<file path="src/rtl/rx_ring_pkg.sv">
package rx_ring_pkg;
  localparam int ST_EMPTY = 15;
  localparam int ST_WRAP  = 13;
  localparam int ERR_W    = 4;

  localparam logic [1:0] RA_BASE  = 2'd0;
  localparam logic [1:0] RA_CTRL  = 2'd1;
  localparam logic [1:0] RA_CMD   = 2'd2;
  localparam logic [1:0] RA_EVENT = 2'd3;

  localparam int EV_BUSY  = 0;
  localparam int EV_STOP  = 1;
  localparam int EV_FRAME = 2;
  localparam int EV_W     = 3;

  localparam logic [1:0] F_STATUS = 2'd0;
  localparam logic [1:0] F_LEN    = 2'd1;
  localparam logic [1:0] F_PTR    = 2'd2;

  typedef enum logic [1:0] {
    S_IDLE = 2'd0,
    S_RECV = 2'd1,
    S_HALT = 2'd2,
    S_STOP = 2'd3
  } rx_state_e;
endpackage

</file>
<file path="src/rtl/rx_ring_mem.sv">
module rx_ring_mem
  import rx_ring_pkg::*;
#(
  parameter int DEPTH = 8,
  parameter int IDX_W = $clog2(DEPTH)
) (
  input  logic             clk,
  input  logic             rst_n,
  input  logic             sw_we,
  input  logic [IDX_W-1:0] sw_idx,
  input  logic [1:0]       sw_sel,
  input  logic [31:0]      sw_wdata,
  input  logic             wb_en,
  input  logic [IDX_W-1:0] wb_idx,
  input  logic [15:0]      wb_status,
  input  logic [15:0]      wb_len,
  input  logic [IDX_W-1:0] eng_idx,
  output logic [15:0]      eng_status,
  output logic [31:0]      eng_ptr,
  output logic [15:0]      sw_status,
  output logic [15:0]      sw_len,
  output logic [31:0]      sw_ptr
);
  logic [15:0] status_q [DEPTH];
  logic [15:0] len_q    [DEPTH];
  logic [31:0] ptr_q    [DEPTH];

  logic [DEPTH-1:0] st_we, ln_we, pt_we;
  logic [15:0] st_d [DEPTH];
  logic [15:0] ln_d [DEPTH];

  always_comb begin
    for (int i = 0; i < DEPTH; i++) begin
      logic hit_wb, hit_sw;
      hit_wb = wb_en && (wb_idx == IDX_W'(i));
      hit_sw = sw_we && (sw_idx == IDX_W'(i));
      st_we[i] = hit_wb || (hit_sw && sw_sel == F_STATUS);
      ln_we[i] = hit_wb || (hit_sw && sw_sel == F_LEN);
      pt_we[i] = hit_sw && sw_sel == F_PTR;
      st_d[i]  = hit_wb ? wb_status : sw_wdata[15:0];
      ln_d[i]  = hit_wb ? wb_len    : sw_wdata[15:0];
    end
  end

  always_ff @(posedge clk or negedge rst_n) begin
    if (!rst_n) begin
      for (int i = 0; i < DEPTH; i++) begin
        status_q[i] <= '0;
        len_q[i]    <= '0;
        ptr_q[i]    <= '0;
      end
    end else begin
      for (int i = 0; i < DEPTH; i++) begin
        if (st_we[i]) status_q[i] <= st_d[i];
        if (ln_we[i]) len_q[i]    <= ln_d[i];
        if (pt_we[i]) ptr_q[i]    <= sw_wdata;
      end
    end
  end

  assign eng_status = status_q[eng_idx];
  assign eng_ptr    = ptr_q[eng_idx];
  assign sw_status  = status_q[sw_idx];
  assign sw_len     = len_q[sw_idx];
  assign sw_ptr     = ptr_q[sw_idx];
endmodule

</file>
<file path="src/rtl/rx_ring_regs.sv">
module rx_ring_regs
  import rx_ring_pkg::*;
#(
  parameter int IDX_W = 3
) (
  input  logic             clk,
  input  logic             rst_n,
  input  logic             reg_wr,
  input  logic [1:0]       reg_addr,
  input  logic [31:0]      reg_wdata,
  input  logic [EV_W-1:0]  ev_set,
  output logic [IDX_W-1:0] base,
  output logic             base_wr,
  output logic [IDX_W-1:0] base_new,
  output logic             gstop,
  output logic             halt_clr,
  output logic [EV_W-1:0]  events,
  output logic [31:0]      reg_rdata
);
  logic [IDX_W-1:0] base_q, base_d;
  logic             gstop_q, gstop_d;
  logic [EV_W-1:0]  ev_q, ev_d;
  logic             ctrl_wr, ev_wr;

  assign base_wr  = reg_wr && reg_addr == RA_BASE;
  assign ctrl_wr  = reg_wr && reg_addr == RA_CTRL;
  assign ev_wr    = reg_wr && reg_addr == RA_EVENT;
  assign halt_clr = reg_wr && reg_addr == RA_CMD && reg_wdata[0];
  assign base_new = reg_wdata[IDX_W-1:0];

  always_comb begin
    base_d  = base_wr ? base_new : base_q;
    gstop_d = ctrl_wr ? reg_wdata[0] : gstop_q;
    ev_d    = ev_q;
    if (ev_wr) ev_d = ev_d & ~reg_wdata[EV_W-1:0];
    ev_d = ev_d | ev_set;
  end

  always_ff @(posedge clk or negedge rst_n) begin
    if (!rst_n) begin
      base_q  <= '0;
      gstop_q <= 1'b0;
      ev_q    <= '0;
    end else begin
      base_q  <= base_d;
      gstop_q <= gstop_d;
      ev_q    <= ev_d;
    end
  end

  always_comb begin
    case (reg_addr)
      RA_BASE:  reg_rdata = 32'(base_q);
      RA_CTRL:  reg_rdata = {31'b0, gstop_q};
      RA_EVENT: reg_rdata = 32'(ev_q);
      default:  reg_rdata = '0;
    endcase
  end

  assign base   = base_q;
  assign gstop  = gstop_q;
  assign events = ev_q;
endmodule

</file>
<file path="src/rtl/rx_ring_fsm.sv">
module rx_ring_fsm
  import rx_ring_pkg::*;
#(
  parameter int IDX_W = 3
) (
  input  logic             clk,
  input  logic             rst_n,
  input  logic             frm_start,
  input  logic             frm_end,
  input  logic [15:0]      frm_len,
  input  logic [ERR_W-1:0] frm_err,
  input  logic [15:0]      cur_status,
  input  logic [31:0]      cur_ptr,
  input  logic [IDX_W-1:0] base,
  input  logic             base_wr,
  input  logic [IDX_W-1:0] base_new,
  input  logic             gstop,
  input  logic             halt_clr,
  output logic [IDX_W-1:0] idx,
  output logic             wb_en,
  output logic [15:0]      wb_status,
  output logic [15:0]      wb_len,
  output logic             buf_wr_en,
  output logic [31:0]      buf_ptr,
  output logic [EV_W-1:0]  ev_set,
  output rx_state_e        state
);
  localparam logic [15:0] CLR_MASK =
    ~((16'd1 << ST_EMPTY) | 16'((1 << ERR_W) - 1));

  rx_state_e        state_q, state_d;
  logic [IDX_W-1:0] idx_q, idx_d;
  logic             strb_q, strb_d;
  logic [31:0]      ptr_q, ptr_d;

  always_comb begin
    state_d = state_q;
    idx_d   = idx_q;
    strb_d  = 1'b0;
    ptr_d   = ptr_q;
    wb_en   = 1'b0;
    ev_set  = '0;
    case (state_q)
      S_IDLE: begin
        if (gstop) begin
          state_d         = S_STOP;
          ev_set[EV_STOP] = 1'b1;
        end else if (frm_start) begin
          if (cur_status[ST_EMPTY]) begin
            state_d = S_RECV;
            strb_d  = 1'b1;
            ptr_d   = cur_ptr;
          end else begin
            state_d         = S_HALT;
            ev_set[EV_BUSY] = 1'b1;
          end
        end
      end
      S_RECV: begin
        if (frm_end) begin
          wb_en            = 1'b1;
          ev_set[EV_FRAME] = 1'b1;
          idx_d = cur_status[ST_WRAP] ? base : idx_q + 1'b1;
          if (gstop) begin
            state_d         = S_STOP;
            ev_set[EV_STOP] = 1'b1;
          end else begin
            state_d = S_IDLE;
          end
        end
      end
      S_HALT: if (halt_clr) state_d = S_IDLE;
      S_STOP: if (!gstop)   state_d = S_IDLE;
      default: state_d = S_IDLE;
    endcase
    if (base_wr) idx_d = base_new;
  end

  always_ff @(posedge clk or negedge rst_n) begin
    if (!rst_n) begin
      state_q <= S_IDLE;
      idx_q   <= '0;
      strb_q  <= 1'b0;
      ptr_q   <= '0;
    end else begin
      state_q <= state_d;
      idx_q   <= idx_d;
      strb_q  <= strb_d;
      ptr_q   <= ptr_d;
    end
  end

  assign wb_status = (cur_status & CLR_MASK) | 16'(frm_err);
  assign wb_len    = frm_len;
  assign idx       = idx_q;
  assign buf_wr_en = strb_q;
  assign buf_ptr   = ptr_q;
  assign state     = state_q;
endmodule

</file>
<file path="src/rtl/rx_ring_dma.sv">
module rx_ring_dma
  import rx_ring_pkg::*;
#(
  parameter int DEPTH = 8,
  localparam int IDX_W = $clog2(DEPTH)
) (
  input  logic             clk,
  input  logic             rst_n,
  input  logic             frm_start,
  input  logic             frm_end,
  input  logic [15:0]      frm_len,
  input  logic [3:0]       frm_err,
  input  logic             reg_wr,
  input  logic [1:0]       reg_addr,
  input  logic [31:0]      reg_wdata,
  output logic [31:0]      reg_rdata,
  input  logic             dsc_we,
  input  logic [IDX_W-1:0] dsc_idx,
  input  logic [1:0]       dsc_sel,
  input  logic [31:0]      dsc_wdata,
  output logic [15:0]      dsc_status,
  output logic [15:0]      dsc_len,
  output logic [31:0]      dsc_ptr,
  output logic             buf_wr_en,
  output logic [31:0]      buf_ptr
);
  logic [IDX_W-1:0] base, base_new, idx;
  logic             base_wr, gstop, halt_clr, wb_en;
  logic [15:0]      wb_status, wb_len, cur_status;
  logic [31:0]      cur_ptr;
  logic [EV_W-1:0]  ev_set, events;
  rx_state_e        eng_state;

  rx_ring_mem #(.DEPTH(DEPTH), .IDX_W(IDX_W)) u_mem (
    .clk(clk), .rst_n(rst_n),
    .sw_we(dsc_we), .sw_idx(dsc_idx), .sw_sel(dsc_sel), .sw_wdata(dsc_wdata),
    .wb_en(wb_en), .wb_idx(idx), .wb_status(wb_status), .wb_len(wb_len),
    .eng_idx(idx), .eng_status(cur_status), .eng_ptr(cur_ptr),
    .sw_status(dsc_status), .sw_len(dsc_len), .sw_ptr(dsc_ptr)
  );

  rx_ring_regs #(.IDX_W(IDX_W)) u_regs (
    .clk(clk), .rst_n(rst_n),
    .reg_wr(reg_wr), .reg_addr(reg_addr), .reg_wdata(reg_wdata),
    .ev_set(ev_set), .base(base), .base_wr(base_wr), .base_new(base_new),
    .gstop(gstop), .halt_clr(halt_clr), .events(events), .reg_rdata(reg_rdata)
  );

  rx_ring_fsm #(.IDX_W(IDX_W)) u_fsm (
    .clk(clk), .rst_n(rst_n),
    .frm_start(frm_start), .frm_end(frm_end), .frm_len(frm_len), .frm_err(frm_err),
    .cur_status(cur_status), .cur_ptr(cur_ptr),
    .base(base), .base_wr(base_wr), .base_new(base_new),
    .gstop(gstop), .halt_clr(halt_clr),
    .idx(idx), .wb_en(wb_en), .wb_status(wb_status), .wb_len(wb_len),
    .buf_wr_en(buf_wr_en), .buf_ptr(buf_ptr), .ev_set(ev_set), .state(eng_state)
  );
endmodule

</file>
<file path="config.mk">
export PLATFORM = sky130hd
export DESIGN_NAME = rx_ring_dma
export DESIGN_NICKNAME = d
export VERILOG_FILES = /design/src/rtl/rx_ring_pkg.sv /design/src/rtl/rx_ring_mem.sv /design/src/rtl/rx_ring_regs.sv /design/src/rtl/rx_ring_fsm.sv /design/src/rtl/rx_ring_dma.sv
export SDC_FILE = /design/constraint.sdc
export NUM_CORES = 1
export LEC_CHECK = 0
export ABC_AREA = 1
export BUFFER_PORTS_ARGS = -buffer_cell sky130_fd_sc_hd__buf_2
export CAP_MARGIN = 20
export CELL_PAD_IN_SITES_DETAIL_PLACEMENT = 1
export CELL_PAD_IN_SITES_GLOBAL_PLACEMENT = 1
export CORE_MARGIN = 3
export CORE_UTILIZATION = 35
export CTS_CLUSTER_DIAMETER = 120
export DETAILED_ROUTE_END_ITERATION = 6
export PLACE_DENSITY = 0.67
export SLEW_MARGIN = 0
export SYNTH_ARGS = -nofsm -noshare
export SYNTH_HDL_FRONTEND = slang
export SYNTH_SLANG_ARGS = --single-unit
</file>
<file path="constraint.sdc">
create_clock -name clk -period 5.8 [get_ports clk]
set_input_delay 0.87 -clock clk [delete_from_list [all_inputs] [get_ports clk]]
set_output_delay 0.87 -clock clk [all_outputs]
set_load 0.02 [all_outputs]
</file>
# == Word level (Yosys, flattened, before mapping) ==
# Index checks and enable logic that the tools add are counted.
# op_classes
n_addsub,1
mul,0
div_mod_pow,0
n_lt_le_gt_ge,2
eq_ne,26
shifts,0
n_mux,59
bitwise_logic,7
reduce_logical,71
# ops
cell,n
16-bit two-way mux,22
32-bit binary-select mux with 3-bit select,2
16-bit binary-select mux with 3-bit select,3
32-bit two-way mux,4
1-bit logical AND,45
3-bit equality test (second input constant),8
1-bit logical OR,16
2-bit two-way mux,8
3-bit two-way mux,5
15-bit by 4-bit OR with 15-bit output,1
3-bit by 2-bit equality test with 1-bit output (second input constant),4
1-bit two-way mux,12
2-bit equality test (second input constant),5
3-bit case mux with 3 select lines,1
4-bit >= comparator (second input constant),2
3-bit inverter with 4-bit output,2
2-bit case mux with 4 select lines,1
4-bit AND reduction,2
2-bit by 1-bit equality test with 1-bit output (second input constant),3
3-bit by 1-bit equality test with 1-bit output (second input constant),2
2-bit logical NOT,3
3-bit logical NOT,2
2-bit inequality test (second input constant),3
2-bit nonzero test,2
other kinds (8),8
# word_totals
reg_bits,557
latchBits,0
ram_bits,0
rom_bits,0
in_bits,97
elab_cells,197
n_memories,0

# == Logic depth before layout (Yosys ltp) ==
# logic_depth
depth_word,9
depth_mapped,12

# == Modules after synthesis ==
# A second synthesis with hierarchy kept.
# hier_totals
hier_cells,5755
hier_area_um2,35841.9
# modules_own_cells
mod,instances,cells_each,area_per_inst_um2,seq_area_each_um2
rx_ring_mem,1,5432,33304.4,12812.3
rx_ring_fsm,1,233,1898.1,950.9
rx_ring_regs,1,90,639.4,175.2

# == Worst setup path before layout ==
# No wires, ideal clock.
# synth_path
kind,input-to-output
from,in dsc_idx[1]
to,out dsc_len[14]
arrival_ns,2.199
setup_slack_ns,2.731
cell_stages,8
n_path_buf,4
path_cell_list,buf_2 > nand2_2 > buf_2 > inv_2 > buf_2 > buf_2 > a22oi_1 > a31oi_1
# synth_via
elab_chain_len,4
# synth_lines
element,line_no,text
start: declaration,rx_ring_dma.sv:18,"input logic [IDX_W-1:0] dsc_idx,"
3-bit inverter with 4-bit output (implied by the code),rx_ring_mem.sv:64,assign sw_len = len_q[sw_idx];
16-bit binary-select mux with 3-bit select,rx_ring_mem.sv:64,
16-bit two-way mux (implied by the code) (2 in series),rx_ring_mem.sv:64,
end: declaration,rx_ring_dma.sv:22,"output logic [15:0] dsc_len,"
# No other way between the ends. The select of a mux whose other input is x is not followed.

# == Worst setup path after layout ==
# layout_path
from,in dsc_idx[2]
to,out dsc_ptr[15]
# layout_via
elab_chain_len,4
# layout_lines
element,line_no,text
3-bit inverter with 4-bit output (implied by the code),rx_ring_mem.sv:65,assign sw_ptr = ptr_q[sw_idx];
32-bit binary-select mux with 3-bit select,rx_ring_mem.sv:65,
32-bit two-way mux (implied by the code) (2 in series),rx_ring_mem.sv:65,
end: declaration,rx_ring_dma.sv:23,"output logic [31:0] dsc_ptr,"
# No other way between the ends. The select of a mux whose other input is x is not followed.

==> results.md <==
* Combinational power share at 35.6%
* Initial Util at 35.4%
* DR vias/cell at 5.54
* Sequential cell area at 13900 µm²
* Slew Limit Fails at 0
* Hold crit path type: in2async
* RSZ-0062 raised after global routing: no
* Seq cells post-synth at 557
* Die X at 300 µm
* EDFF count, synth at 0
* Layout Skew at 27.0 ps
* CP endpoint kind: output pin
* H-tree depth at 3
* Clock power frac at 27.8%
* Clock sink total at 557
* Largest net degree at the start of global routing at 120
* P_sw at 0.00682 W
* Post-Syn Instances at 4207
* Syn Area/Cell at 7.20 µm²
* # hold bufs at CTS at 0
* Initial antenna violation count at 4
* Top cells by area, synth: dfrtp_1 46%, nand2_1 22%, o21ai_0 6.2%
* CP Max Fanout at 38
* Nets at 4312
* Flop pwr share at 36.6%
* Synth cell types at 34
* R2r startpoint: u_fsm.idx[1]$_DFFE_PN0P_
* WP buf/inv at 4
* Row count at 107
* Switching portion of total power at 41.0%
* Setup violators final at 0
* Commonest non-fill, non-tap cell in the layout: nand2_1
* Slew Limit Headroom at 22.5%
* Filler instances at 10739
* Clock Root Buffer: clkbuf_16
* Flop2flop setup slack at 2350 ps
* Area leader, netlist: dfrtp_1
* Pleak at 16.5 nW
* Residual DRC at 0
* CTS resizes at 0
* TritonCTS clock tree: done
* Synthesis Warnings at 0
* Setup Buffers After CTS at 0
* Fin crit share at 72.3%
* Total power at 0.0166 W
* GRT Residual Overflow at 0
* Max-cap violations at 0
* Post-route ant nets at 0
* Internal at 0.00980 W
* Footprint of the multi-input gates at 14100 µm²
* Wirelength per Cell at 24.5 µm
* Clock latency on the worst-skew pair at 620 ps
* Async SR Flop Fraction at 100%
* Clock-pin slew of the registers on the worst-case setup and hold paths at 60 ps
* Setup crit start: dsc_idx[2]
* Crit path time final at 4200 ps
* Sequential area share after synthesis at 46.0%
* Worst vdd ir at 245 µV
* DIE HEIGHT at 300 µm
* Clock Path Buffers at 3
* CP max-delay cell: a31oi_1
* Worst Tran Pin Value at 1160 ps
* Worst hold slack at 310 ps
* Gpl congestion at 0.880
* Core ar. at 85400 µm²
* Post-synth top area share at 46.0%
* Status: finished clean
* Initial drt markers at 2372
* First-pass GRT wire length at 199 mm
* Via count at 29971
* Die area at 90100 µm²
* Hold Violations, Final at 0
* WP data arrival at 3330 ps
* Worst path cell trace: buf_4 -> clkinv_2 -> buf_4 -> a31oi_1 -> buf_2
* TritonCTS Buffers at 71
* Top Ports at 226
* CP max stage delay at 560 ps
* Post-Route Setup TNS at 0 ps
* Commonest non-fill, non-tap cells in the layout: 1796 x nand2_1, 554 x dfrtp_1, 374 x o21ai_0, 260 x nand3_1, 225 x inv_1
* Number of global-route vias before repair at 30597
* Max Fclk at 238 MHz
* Total GRT Usage at 29.3%
* Total length of routed wires at 132 mm
* Dpl hpwl at 80.8 mm
* Mapped Area at 30300 µm²
* Layout cells sized above 1 at 9.13%
* CP startpoint kind: input pin
* Port bufs at 167
* Area growth from synthesis to layout at 12.9%
* CP Class: in2out
* Largest delay share family, worst path: buffers and inverters
* Drt pass-1 iters at 5
* CP required at 4930 ps
* Prevailing post-synth register cell: dfrtp_1
* Pwr Density at 486 nW/µm²
* CP most frequent cell: buf_4
[cell families (layout without fill, tap and decap cells)]
family	count (synthesis)	after routing	synth area share (%)
other	1	32	0.0124
buffers and inverters	569	597	8.01
adder cells (fa/ha/maj)	6	6	0.248
AND/OR/NAND/NOR	2326	2326	30.7
flip-flops	557	557	46.0
AO/OA/AOI/OAI	748	748	15.0
[power by group through the flow]
| stage | combinational (W) | sequential, W | clock [W] |
|---|---|---|---|
| floorplan | 0.00391 | 0.00597 | 0 |
| global placement | 0.00576 | 0.00609 | 0 |
| detailed placement | 0.00590 | 0.00611 | 0 |
| CTS | 0.00592 | 0.00606 | 0.00470 |
| global route | 0.00660 | 0.00625 | 0.00488 |
| finish | 0.00591 | 0.00609 | 0.00462 |
[state kept, by name, indices dropped and copies added (netlist names)]
register and count:
u_regs.gstop 1, u_regs.events 3, u_mem.ptr_q 256, u_fsm.idx 3, u_fsm.buf_ptr 32, u_regs.base 3
u_fsm.buf_wr_en 1, u_mem.len_q 128, u_mem.status_q 128, u_fsm.state 2
[layer usage]
layer | wire length [µm] | global-route usage, % | part of all wire (%)
met1 | 56800 | 38.8 | 43
met2 | 61000 | 48.0 | 46
met3 | 8230 | 4.44 | 6.2
met4 | 6240 | 12.1 | 4.7
met5 | 13 | 0 | 0.0098
[per-stage QoR]
stage	setup slack [ps]	instances	area (µm²)	util [%]
3_5_place_dp	1590	5280	31800	37.2
3_3_place_gp	1640	5280	31800	37.2
6_report	1600	5410	34200	40.0
5_1_grt	1520	5408	34200	40.0
4_1_cts	1580	5407	34200	40.0
2_1_floorplan	2730	4235	30400	-
[layout make-up]
| class | count | share of cell area [%] |
|---|---|---|
| multi-input cells | 3109 | 41.2 |
| flip-flops and latches | 557 | 40.8 |
| clock buffers | 115 | 6.63 |
| well taps | 1144 | 4.19 |
| repair buffers | 226 | 4.07 |
| inverters | 244 | 2.69 |
| clock inverters | 12 | 0.446 |
| diodes | 3 | 0.0220 |
[path summary, 6_finish.rpt]
kind,endpoint,cells past startpoint
min in group clk,u_fsm.buf_ptr[11]$_DFFE_PN0P_,2
hold reg to reg,u_fsm.buf_ptr[11]$_DFFE_PN0P_,2
hold / removal,u_fsm.buf_ptr[16]$_DFFE_PN0P_,1
max in group asynchronous,u_fsm.idx[1]$_DFFE_PN0P_,2
setup reg to reg,u_mem.status_q[107]$_DFFE_PN0P_,9
setup / recovery,dsc_ptr[15],5
[synth_stat cells (32+ instances only)]
master,instances
a21oi_1,69
buf_2,122
buf_4,32
clkbuf_1,143
dfrtp_1,557
inv_1,225
nand2_1,1803
nand3_1,261
nand4_1,44
nor2_1,188
o2111ai_1,52
o211ai_1,193
o21ai_0,374
Power figures use the tool's default switching activity.
